$ cat src/rtl/hdlc_txbuf_pkg.sv
package hdlc_txbuf_pkg;
    localparam int DW      = 8;
    localparam int DEPTH   = 64;
    localparam int MINBLK  = 16;
    localparam int MAXBLK  = 32;
    localparam int MAXSLOT = DEPTH / MINBLK;
    localparam int AW      = $clog2(DEPTH);
    localparam int SW      = $clog2(MAXSLOT);
    localparam int LW      = $clog2(MAXBLK) + 1;
    localparam int NSTAT   = 4;

    typedef enum logic [1:0] {TX_IDLE, TX_SEND, TX_WAIT} tx_state_e;

    typedef struct packed {
        logic ovf;
        logic rep;
        logic und;
        logic pool;
    } stat_t;

    function automatic logic [LW-1:0] blk_len(input logic sel);
        return sel ? LW'(MAXBLK) : LW'(MINBLK);
    endfunction

    function automatic logic [SW:0] slot_count(input logic sel);
        return sel ? (SW+1)'(DEPTH / MAXBLK) : (SW+1)'(MAXSLOT);
    endfunction

    function automatic logic [SW-1:0] slot_next(input logic [SW-1:0] slot, input logic sel);
        return ((SW+1)'(slot) + (SW+1)'(1) == slot_count(sel)) ? '0 : slot + SW'(1);
    endfunction

    function automatic logic [AW-1:0] byte_addr(input logic [SW-1:0] slot,
                                                input logic [LW-1:0] off,
                                                input logic sel);
        return AW'(32'(slot) * 32'(blk_len(sel)) + 32'(off));
    endfunction
endpackage

$ cat src/rtl/hdlc_txbuf_store.sv
module hdlc_txbuf_store
    import hdlc_txbuf_pkg::*;
(
    input  logic          clk,
    input  logic          we,
    input  logic [AW-1:0] waddr,
    input  logic [DW-1:0] wdata,
    input  logic [AW-1:0] raddr,
    output logic [DW-1:0] rdata
);
    logic [DW-1:0] mem_q [DEPTH];

    always_ff @(posedge clk) begin
        if (we) mem_q[waddr] <= wdata;
    end

    assign rdata = mem_q[raddr];
endmodule

$ cat src/rtl/hdlc_txbuf_slots.sv
module hdlc_txbuf_slots
    import hdlc_txbuf_pkg::*;
(
    input  logic          clk,
    input  logic          rst,
    input  logic          we,
    input  logic [SW-1:0] wslot,
    input  logic [LW-1:0] wlen,
    input  logic          weom,
    input  logic [SW-1:0] rslot,
    output logic [LW-1:0] rlen,
    output logic          reom
);
    logic [MAXSLOT-1:0][LW-1:0] len_all;
    logic [MAXSLOT-1:0]         eom_all;

    for (genvar g = 0; g < MAXSLOT; g++) begin : g_slot
        logic [LW-1:0] len_q;
        logic          eom_q;
        always_ff @(posedge clk) begin
            if (rst) begin
                len_q <= '0;
                eom_q <= 1'b0;
            end else if (we && wslot == SW'(g)) begin
                len_q <= wlen;
                eom_q <= weom;
            end
        end
        assign len_all[g] = len_q;
        assign eom_all[g] = eom_q;
    end

    assign rlen = len_all[rslot];
    assign reom = eom_all[rslot];
endmodule

$ cat src/rtl/hdlc_txbuf_stat.sv
module hdlc_txbuf_stat
    import hdlc_txbuf_pkg::*;
(
    input  logic             clk,
    input  logic             rst,
    input  logic [NSTAT-1:0] set,
    input  logic             clr,
    output logic [NSTAT-1:0] st
);
    logic [NSTAT-1:0] st_q;

    for (genvar i = 0; i < NSTAT; i++) begin : g_bit
        always_ff @(posedge clk) begin
            if (rst) st_q[i] <= 1'b0;
            else     st_q[i] <= (st_q[i] && !clr) || set[i];
        end

        p_sticky_r11: assert property (@(posedge clk) disable iff (rst)
            (st_q[i] && !clr) |=> st_q[i]);
    end

    assign st = st_q;
endmodule

$ cat src/rtl/hdlc_txbuf.sv
module hdlc_txbuf
    import hdlc_txbuf_pkg::*;
(
    input  logic          clk,
    input  logic          rst,
    input  logic          blk_sel,
    input  logic          wr_en,
    input  logic [DW-1:0] wr_data,
    input  logic          cmd_xtf,
    input  logic          cmd_xme,
    input  logic          cmd_xres,
    input  logic          stat_rd,
    output logic          st_pool,
    output logic          st_under,
    output logic          st_repeat,
    output logic          st_ovf,
    output logic          tx_valid,
    output logic [DW-1:0] tx_data,
    output logic          tx_sof,
    output logic          tx_last,
    input  logic          tx_ready,
    output logic          tx_abort,
    input  logic          coll,
    input  logic          fr_done
);
    logic [SW-1:0] wslot_q, rslot_q;
    logic [LW-1:0] woff_q, roff_q;
    logic [SW:0]   used_q;
    tx_state_e     state_q;
    logic          first_q;
    logic          abort_q;

    stat_t         st, st_set;
    logic [NSTAT-1:0] st_vec;
    logic [LW-1:0] cur_len, cm_len;
    logic          cur_eom;
    logic [DW-1:0] rd_byte;
    logic [SW:0]   nslot;
    logic          pend, fits, wr_ok, ovf_set, cm, acc, blk_end;
    logic          coll_evt, rewind, rep_evt, und_evt, flush, rel;

    always_comb begin
        nslot    = slot_count(blk_sel);
        pend     = st.und | st.rep;
        tx_valid = (state_q != TX_WAIT) && (used_q != '0) && !pend;
        tx_sof   = tx_valid && (state_q == TX_IDLE);
        tx_last  = tx_valid && cur_eom && (roff_q == cur_len - LW'(1));
        tx_data  = rd_byte;
        acc      = tx_valid && tx_ready;
        blk_end  = acc && (roff_q == cur_len - LW'(1));
        coll_evt = coll && (state_q != TX_IDLE) && !cmd_xres;
        rewind   = coll_evt && first_q;
        rep_evt  = coll_evt && !first_q;
        und_evt  = !coll_evt && (state_q == TX_SEND) && (used_q == '0) && tx_ready && !cmd_xres;
        flush    = cmd_xres || und_evt || rep_evt;
        fits     = (used_q < nslot) && (woff_q != blk_len(blk_sel));
        wr_ok    = wr_en && !pend && !flush && fits;
        ovf_set  = wr_en && !pend && !cmd_xres && !fits;
        cm_len   = woff_q + LW'(wr_ok);
        cm       = (cmd_xtf || cmd_xme) && !pend && !flush && (cm_len != '0);
        rel      = blk_end && !flush && !rewind;
        st_set   = '{ovf: ovf_set, rep: rep_evt, und: und_evt, pool: rel || cmd_xres};
    end

    always_ff @(posedge clk) begin
        if (rst) begin
            wslot_q <= '0;
            rslot_q <= '0;
            woff_q  <= '0;
            roff_q  <= '0;
            used_q  <= '0;
            state_q <= TX_IDLE;
            first_q <= 1'b0;
            abort_q <= 1'b0;
        end else begin
            abort_q <= flush;
            if (flush) begin
                wslot_q <= '0;
                rslot_q <= '0;
                woff_q  <= '0;
                roff_q  <= '0;
                used_q  <= '0;
                state_q <= TX_IDLE;
                first_q <= 1'b0;
            end else begin
                if (cm) begin
                    woff_q  <= '0;
                    wslot_q <= slot_next(wslot_q, blk_sel);
                end else if (wr_ok) begin
                    woff_q  <= woff_q + LW'(1);
                end
                used_q <= used_q + (SW+1)'(cm) - (SW+1)'(rel);
                if (rewind) begin
                    roff_q  <= '0;
                    state_q <= TX_IDLE;
                    first_q <= 1'b0;
                end else begin
                    if (state_q == TX_WAIT && fr_done) state_q <= TX_IDLE;
                    if (acc) begin
                        if (blk_end) begin
                            roff_q  <= '0;
                            rslot_q <= slot_next(rslot_q, blk_sel);
                            first_q <= 1'b0;
                            state_q <= cur_eom ? TX_WAIT : TX_SEND;
                        end else begin
                            roff_q <= roff_q + LW'(1);
                            if (state_q == TX_IDLE) begin
                                state_q <= TX_SEND;
                                first_q <= 1'b1;
                            end
                        end
                    end
                end
            end
        end
    end

    hdlc_txbuf_store u_store (
        .clk   (clk),
        .we    (wr_ok),
        .waddr (byte_addr(wslot_q, woff_q, blk_sel)),
        .wdata (wr_data),
        .raddr (byte_addr(rslot_q, roff_q, blk_sel)),
        .rdata (rd_byte)
    );

    hdlc_txbuf_slots u_slots (
        .clk   (clk),
        .rst   (rst),
        .we    (cm),
        .wslot (wslot_q),
        .wlen  (cm_len),
        .weom  (cmd_xme),
        .rslot (rslot_q),
        .rlen  (cur_len),
        .reom  (cur_eom)
    );

    hdlc_txbuf_stat u_stat (
        .clk (clk),
        .rst (rst),
        .set (st_set),
        .clr (stat_rd),
        .st  (st_vec)
    );

    assign st        = stat_t'(st_vec);
    assign st_pool   = st.pool;
    assign st_under  = st.und;
    assign st_repeat = st.rep;
    assign st_ovf    = st.ovf;
    assign tx_abort  = abort_q;

    p_sof_at_start_r2: assert property (@(posedge clk) disable iff (rst)
        tx_sof |-> (roff_q == '0));
    p_last_then_wait_r4: assert property (@(posedge clk) disable iff (rst)
        (acc && tx_last && !flush && !rewind) |=> !tx_valid);
    p_under_empties_r6: assert property (@(posedge clk) disable iff (rst)
        und_evt |=> (used_q == '0) && tx_abort && st_under);
    p_rewind_restart_r7: assert property (@(posedge clk) disable iff (rst)
        rewind |=> (state_q == TX_IDLE) && (roff_q == '0) && !st_repeat);
    p_repeat_flush_r8: assert property (@(posedge clk) disable iff (rst)
        rep_evt |=> st_repeat && (used_q == '0) && tx_abort);
    p_pend_frozen_r9: assert property (@(posedge clk) disable iff (rst)
        pend |=> ($stable(woff_q) || woff_q == '0));
    p_xres_keeps_r10: assert property (@(posedge clk) disable iff (rst)
        (cmd_xres && st_ovf && !stat_rd) |=> (st_ovf && tx_abort && !tx_valid));
    p_slot_bound_r12: assert property (@(posedge clk) disable iff (rst)
        used_q <= nslot);
endmodule

$ cat config.mk
export PLATFORM = sky130hd
export DESIGN_NAME = hdlc_txbuf
export DESIGN_NICKNAME = d
export VERILOG_FILES = /design/src/rtl/hdlc_txbuf_pkg.sv /design/src/rtl/hdlc_txbuf_store.sv /design/src/rtl/hdlc_txbuf_slots.sv /design/src/rtl/hdlc_txbuf_stat.sv /design/src/rtl/hdlc_txbuf.sv
export SDC_FILE = /design/constraint.sdc
export NUM_CORES = 1
export LEC_CHECK = 0
export ABC_AREA = 1
export BUFFER_PORTS_ARGS = -buffer_cell sky130_fd_sc_hd__buf_2
export CAP_MARGIN = 20
export CORE_AREA = 5 5 198 200
export CTS_CLUSTER_SIZE = 25
export DETAILED_ROUTE_END_ITERATION = 12
export DIE_AREA = 0 0 203 205
export PLACE_DENSITY = 0.79
export SLEW_MARGIN = 30
export SYNTH_ARGS = -nofsm -noshare
export SYNTH_HDL_FRONTEND = slang
export SYNTH_SLANG_ARGS = --single-unit
export TNS_END_PERCENT = 5
$ cat constraint.sdc
create_clock -name clk -period 4.9 [get_ports clk]
set_clock_uncertainty 0.2 [all_clocks]
set_input_delay 0.245 -clock clk [delete_from_list [all_inputs] [get_ports clk]]
set_output_delay 0.245 -clock clk [all_outputs]
set_load 0.03 [all_outputs]
## Yosys cells after proc, flatten, opt, wreduce, memory -nomap -nowiden

Memories as Yosys holds them, arrays and structs flattened.
Index checks and enable logic that the tools add are counted.

| storage, ports and cells | value |
|---|---|
| register bits after elaboration | 55 |
| bits in writable memories | 512 |
| input bits | 19 |
| output and inout bits | 16 |
| logic and storage cells | 130 |
| memories kept | 1 |

Memories:

| name | words | bits a word | rd ports | clocked after memory_dff | wr ports | RTL line | source |
|---|---|---|---|---|---|---|---|
| u_store.mem_q | 64 | 8 | 1 | 0 | 1 | hdlc_txbuf_store.sv:11 | `logic [DW-1:0] mem_q [DEPTH];` |

| operators by class | value |
|---|---|
| add/subtract/negate cells | 12 |
| multipliers | 2 |
| order comparisons | 2 |
| eq/ne operators | 10 |
| multiplexer cells | 18 |
| bitwise gates (word level) | 2 |
| reductions and logical operators | 63 |

Operators with widths:

| operator | number |
|---|---|
| $logic_and 1x1->1 | 35 |
| $mux 6 | 3 |
| $mux 2 | 7 |
| $add 6x1->6 const B | 2 |
| $add 6x6->6 | 2 |
| $bmux 6 s2 | 1 |
| $mul 2x6->6 | 2 |
| $logic_not 1->1 | 8 |
| $logic_or 1x1->1 | 8 |
| $add 2x1->3 const B | 2 |
| $add 6x1->6 | 1 |
| $eq 2x2->1 const B | 3 |
| $eq 3x3->1 | 2 |
| $eq 6x6->1 | 1 |
| $ne 6x6->1 | 1 |
| $reduce_bool 6->1 | 1 |
| $reduce_or 3->1 | 2 |
| $sub 6x1->6 const B | 1 |
| $mux 1 | 5 |
| $add 2x1->2 const B | 2 |
| $eq 2x1->1 const B | 2 |
| $logic_not 2->1 | 2 |
| $reduce_bool 2->1 | 2 |
| $add 3x1->3 | 1 |
| 13 further kinds | 13 |

## Longest topological paths before layout

| depth | value |
|---|---|
| word-level depth | 18 |
| gate-level depth with buffers | 23 |
| gate-level depth less buffers | 22 |

## By module

From an unflattened synthesis, not the netlist that was laid out.

| unflattened totals | value |
|---|---|
| cell total of the unflattened synthesis | 2329 |
| area total of the unflattened synthesis | 24671.2 um^2 |

Modules (own cells, without submodules):

| module | instances | cells each | area an instance (um^2) | sequential area each (um^2) |
|---|---|---|---|---|
| hdlc_txbuf_store | 1 | 1797 | 21179.1 | 15374.7 |
| hdlc_txbuf | 1 | 292 | 1924.3 | 460.4 |
| hdlc_txbuf_slots | 1 | 223 | 1433.9 | 560.5 |
| hdlc_txbuf_stat | 1 | 17 | 133.9 | 80.1 |

## Worst setup path before layout

OpenSTA, ideal clock, no wires.

| timing | value |
|---|---|
| path type | register to register |
| start point | reg state_q[0] |
| end point | reg used_q[2] |
| setup time | 0.117 ns |
| arrival | 3.293 ns |
| required time | 4.583 ns |
| setup slack | 1.290 ns |
| stages on the path, launching flop included | 23 |
| path buffers | 0 |
| cells stage by stage | dfxtp_1 inv_2 nand2_1 nand3_1 nor2_1 inv_1 nand3_1 inv_1 nand2_1 inv_1 ha_1 ha_1 xor2_1 nor3_1 nand4_2 nand2_4 ha_1 inv_1 ha_1 fa_1 xnor2_1 xor2_1 nor2_1 |

| on the way | value |
|---|---|
| word-level cells in the longest chain between the ends | 18 |

Ends and longest elaborated chain:

| what | RTL line | source |
|---|---|---|
| start: declaration | hdlc_txbuf.sv:29 | `tx_state_e state_q;` |
| start signal: assignment | hdlc_txbuf.sv:104 | `state_q <= cur_eom ? TX_WAIT : TX_SEND;` |
| $reduce_bool 2->1 | hdlc_txbuf.sv:51 | `coll_evt = coll && (state_q != TX_IDLE) && !cmd_xres;` |
| $logic_and 1x1->1 (2 in series) | hdlc_txbuf.sv:51 |  |
| $logic_not 1->1 | hdlc_txbuf.sv:54 | `und_evt = !coll_evt && (state_q == TX_SEND) && (used_q == '0) && tx_ready && !cmd_xres;` |
| $logic_and 1x1->1 (4 in series) | hdlc_txbuf.sv:54 |  |
| $logic_or 1x1->1 | hdlc_txbuf.sv:55 | `flush = cmd_xres \|\| und_evt \|\| rep_evt;` |
| $logic_or 1x1->1 (*) | hdlc_txbuf.sv:55 |  |
| $logic_not 1->1 (*) | hdlc_txbuf.sv:57 | `wr_ok = wr_en && !pend && !flush && fits;` |
| $logic_and 1x1->1 (*) (2 in series) | hdlc_txbuf.sv:57 |  |
| via u_store.we | hdlc_txbuf_store.sv:5 | `input logic we,` |
| $add 6x1->6 (*) | hdlc_txbuf.sv:59 | `cm_len = woff_q + LW'(wr_ok);` |
| $reduce_bool 6->1 (*) | hdlc_txbuf.sv:60 | `cm = (cmd_xtf \|\| cmd_xme) && !pend && !flush && (cm_len != '0);` |
| $logic_and 1x1->1 (*) | hdlc_txbuf.sv:60 |  |
| $add 3x1->3 (*) | hdlc_txbuf.sv:92 | `used_q <= used_q + (SW+1)'(cm) - (SW+1)'(rel);` |
| $sub 3x1->3 (*) | hdlc_txbuf.sv:92 |  |
| end signal: assignment | hdlc_txbuf.sv:92 |  |
| end: declaration | hdlc_txbuf.sv:28 | `logic [SW:0] used_q;` |

Mark *: on every way through the listed nets, which the timed path passes. The rest lies on a longest branch.
A chain may end at the register's enable or synchronous reset.

## Worst setup path after layout

| timing | value |
|---|---|
| start point | reg woff_q[3] |
| end point | reg used_q[2] |

| on the way | value |
|---|---|
| word-level cells in the longest chain between the ends | 8 |

Ends and longest elaborated chain:

| what | RTL line | source |
|---|---|---|
| start: declaration | hdlc_txbuf.sv:27 | `logic [LW-1:0] woff_q, roff_q;` |
| start signal: assignment | hdlc_txbuf.sv:90 | `woff_q <= woff_q + LW'(1);` |
| $ne 6x6->1 | hdlc_txbuf.sv:56 | `fits = (used_q < nslot) && (woff_q != blk_len(blk_sel));` |
| $logic_and 1x1->1 | hdlc_txbuf.sv:56 |  |
| $logic_and 1x1->1 | hdlc_txbuf.sv:57 |  |
| via u_store.we | hdlc_txbuf_store.sv:5 |  |
| $add 6x1->6 | hdlc_txbuf.sv:59 |  |
| $reduce_bool 6->1 | hdlc_txbuf.sv:60 |  |
| $logic_and 1x1->1 | hdlc_txbuf.sv:60 |  |
| $add 3x1->3 | hdlc_txbuf.sv:92 |  |
| $sub 3x1->3 | hdlc_txbuf.sv:92 |  |

The timed path passes the listed nets, and every way through them passes these cells.

==> impl_metrics.toml <==
[cts]
ctsResizeCount = 0
numCtsBuffers = 53
cts.hold.buffers_added = 13
htree_levels = 2
clock_latency_ns = 0.60
clkSinkCount = 567
clk_pin_slew_worst_paths_ns = 0.07
cts_setup_buffers = 0
cts_tree = "yes"
cts-root-buf = "clkbuf_16"
cts_buffer_depth = 3

[layout]
nFillCells = 2455
final_cells = 2450
multi_input_area_um2 = 5921
fin_nets = 1971
utilization = 0.6883
drive_above_1_share = 0.08603
seqCellArea_um2 = 16480
syn2layout_area_growth_pct = 10.90
insertedDiodeCount = 0

[grt]
grt_use_total = 0.2768
grt_remaining_overflow = 0
grt_max_degree = 257
antenna_found_initial = 0
grt_pass1_vias = 15370
grt_pass1_wl_um = 88540

[routing]
ant_nets = 0
wl_per_cell_um = 23.51
dr.pass1.iters = 6
vias = 15840
wl_um = 57600
drt-initial-drc-count = 2263
vias_per_cell = 6.463
drc = 0

[logic_synthesis]
synth-simple-area-share = 0.1213
synthXorXnorAreaFrac = 0.006445
syn_nets = 1960
yosys_most_used_dff = "edfxtp_1"
ys_seq_area_frac = 0.7132
async_reset_ff_frac = 0
synth-seq-cells = 567
synth_edf_count = 512
synth_top_family_by_area = "simple AND/OR/NAND/NOR gates"
yosysTopAreaCellShare = 0.6655
synthAdderAreaFrac = 0.009532
synth-compound-area-share = 0.1187
ys.warnings.count = 0
avgSynthCellArea_um2 = 12.01
ys_types = 36
yosys.area.top_type = "edfxtp_1"
syn-cell-area_um2 = 23100
synthMuxAreaShare = 0
synth_area_leaders = "edfxtp_1 67%, nor2_1 5.8%, o21ai_0 5.8%"
syn_inst = 1924

[setup_path]
crit_fanout = 9
cp.arrival_ns = 4.48
crit_type = "register to register"
crit_required_ns = 5.18
cp-start-kind = "register"
end_kind = "register"

[min_path]
hold_class = "input port to register"

[run]
drv_cap = 0

[power]
clockPowerShare = 0.444
seq_power_share = 0.535
power.density_nw_per_um2 = 385.1
switching_power_mw = 1.882
combPwrFrac = 0.021
p_leak_nw = 8.607
p_int_mw = 7.984
switching_share = 0.1907
ir_drop_mv = 0.2532

[floorplan]
initial_utilization = 0.6207
pin_count = 35
die_h_um = 205
fp.dieArea_um2 = 41620
die_w_um = 203
core_area_um2 = 37220
num_rows = 71

[place]
finalWeightedCongestion = 0.8642
io_buffers = 34
post-dp-hpwl_um = 32830
dp.cells = 2340

[timing]
finalCritPeriodShare = 0.8564
setup_viol = 0
maxSlewViolCount = 0
period_needed_ns = 4.196
tightest_slew_ns = 0.9512
rsz0062_at_grt = "no"
hold_viol_final = 0
fmax_mhz = 238.3
tns_ns = 0
relSlewSlack = 0.3659

[run_status]
status = "finished, final reports clean"
## final cells by class
class	instances	share of cell area
flip-flops and latches	567	0.6434
multi-input cells	1186	0.2311
clock buffers	63	0.05489
well taps	474	0.02315
repair buffers	70	0.02061
clock inverters	33	0.01783
inverters	57	0.008986
## layout by cell type, fill, tap and decap left out, drive strengths merged
master         n
xor2          16
clkinvlp       2
inv           54
nand2        197
o22ai         82
nand3b         2
nand3         82
o211a          1
nor4           1
dfxtp         55
and3           1
bufinv        12
buf           57
clkinv        22
fa             1
xnor2          1
o221ai        48
nor2         357
nand4         25
edfxtp       512
dlygate4sd3   13
clkbuf        63
ha            16
nor3           6
o211ai        19
a21oi         54
o21ai        277
## metrics by stage
| step | setup WS (ns) | instance area, um^2 | hold slack (ns) | total power [mW] |
|---|---|---|---|---|
| floorplan | 1.290 | 23100 | 0.1141 | 5.463 |
| CTS | 0.7420 | 25590 | 0.01590 | 9.890 |
| detailed placement | 0.7695 | 23600 | 0.2630 | 5.576 |
| global route | 0.4302 | 25620 | 0.04322 | 10.13 |
| finish | 0.7037 | 25620 | 0.02348 | 9.866 |
| global placement | 0.9374 | 23590 | 0.2565 | 5.570 |
## synth_stat cells, types with 16 or more instances
cell,n
edfxtp_1,512
nor2_1,355
o21ai_0,266
nand2_1,187
o22ai_1,82
clkbuf_1,78
nand3_1,77
dfxtp_1,55
a21oi_1,54
o221ai_1,48
inv_1,42
buf_2,25
nand4_1,24
o211ai_1,19
ha_1,16
xor2_1,16
## registers in the layout, summed over array words and instances, names as in the netlist
name / count
u_stat.st: 4
u_slots.g_slot.len_q: 24
first_q: 1
used_q: 3
tx_abort: 1
state_q: 2
u_store.mem_q: 512
u_slots.g_slot.eom_q: 4
rslot_q: 2
wslot_q: 2
roff_q: 6
woff_q: 6
## critical path, stage by stage (launching register included)
cell and delay [ns]:
dfxtp_1 0.52, inv_1 0.21, nand4_1 0.16, nand2_1 0.08
nor2_1 0.09, nand2_1 0.13, inv_1 0.15, ha_1 0.22
ha_1 0.19, nand3_1 0.09, xor2_1 0.37, nand4_2 0.19
nand2_4 0.15, ha_1 0.16, inv_1 0.05, ha_1 0.21
fa_1 0.42, xnor2_1 0.20, xor2_1 0.20, nor2_1 0.07
## cells by family (layout without fill, tap and decap cells)
family,after synthesis,count (layout)
flip-flops,567,567
AO/OA/AOI/OAI,481,481
adder cells (fa/ha/maj),17,17
AND/OR/NAND/NOR,671,671
XOR/XNOR,17,17
buffers and inverters,171,223
## per-layer routing
layer,GRT usage,up-vias,share of wire
met5,0,-,0
met4,0.1285,0,0.046
met3,0.05208,164,0.10
met2,0.4471,991,0.49
met1,0.3700,7617,0.37
li1,-,7063,-
## power by group through the flow
stage | registers [mW] | clock network, mW | logic, mW
finish | 5.28 | 4.38 | 0.206
global route | 5.27 | 4.63 | 0.222
CTS | 5.28 | 4.41 | 0.204
detailed placement | 5.38 | 0 | 0.196
global placement | 5.38 | 0 | 0.188
floorplan | 5.38 | 0 | 0.0792
## final timing paths
kind	to	slack, ns	cells past startpoint	from
setup reg to reg	used_q[2]	0.70	19	woff_q[3]
hold / removal	u_store.mem_q[18][3]	0.02	1	wr_data[3]
setup / recovery	used_q[2]	0.70	19	woff_q[3]
hold reg to reg	u_slots.g_slot[2].len_q[1]	0.27	2	u_slots.g_slot[2].len_q[1]
Note: power is estimated with default switching activity, not from simulation.
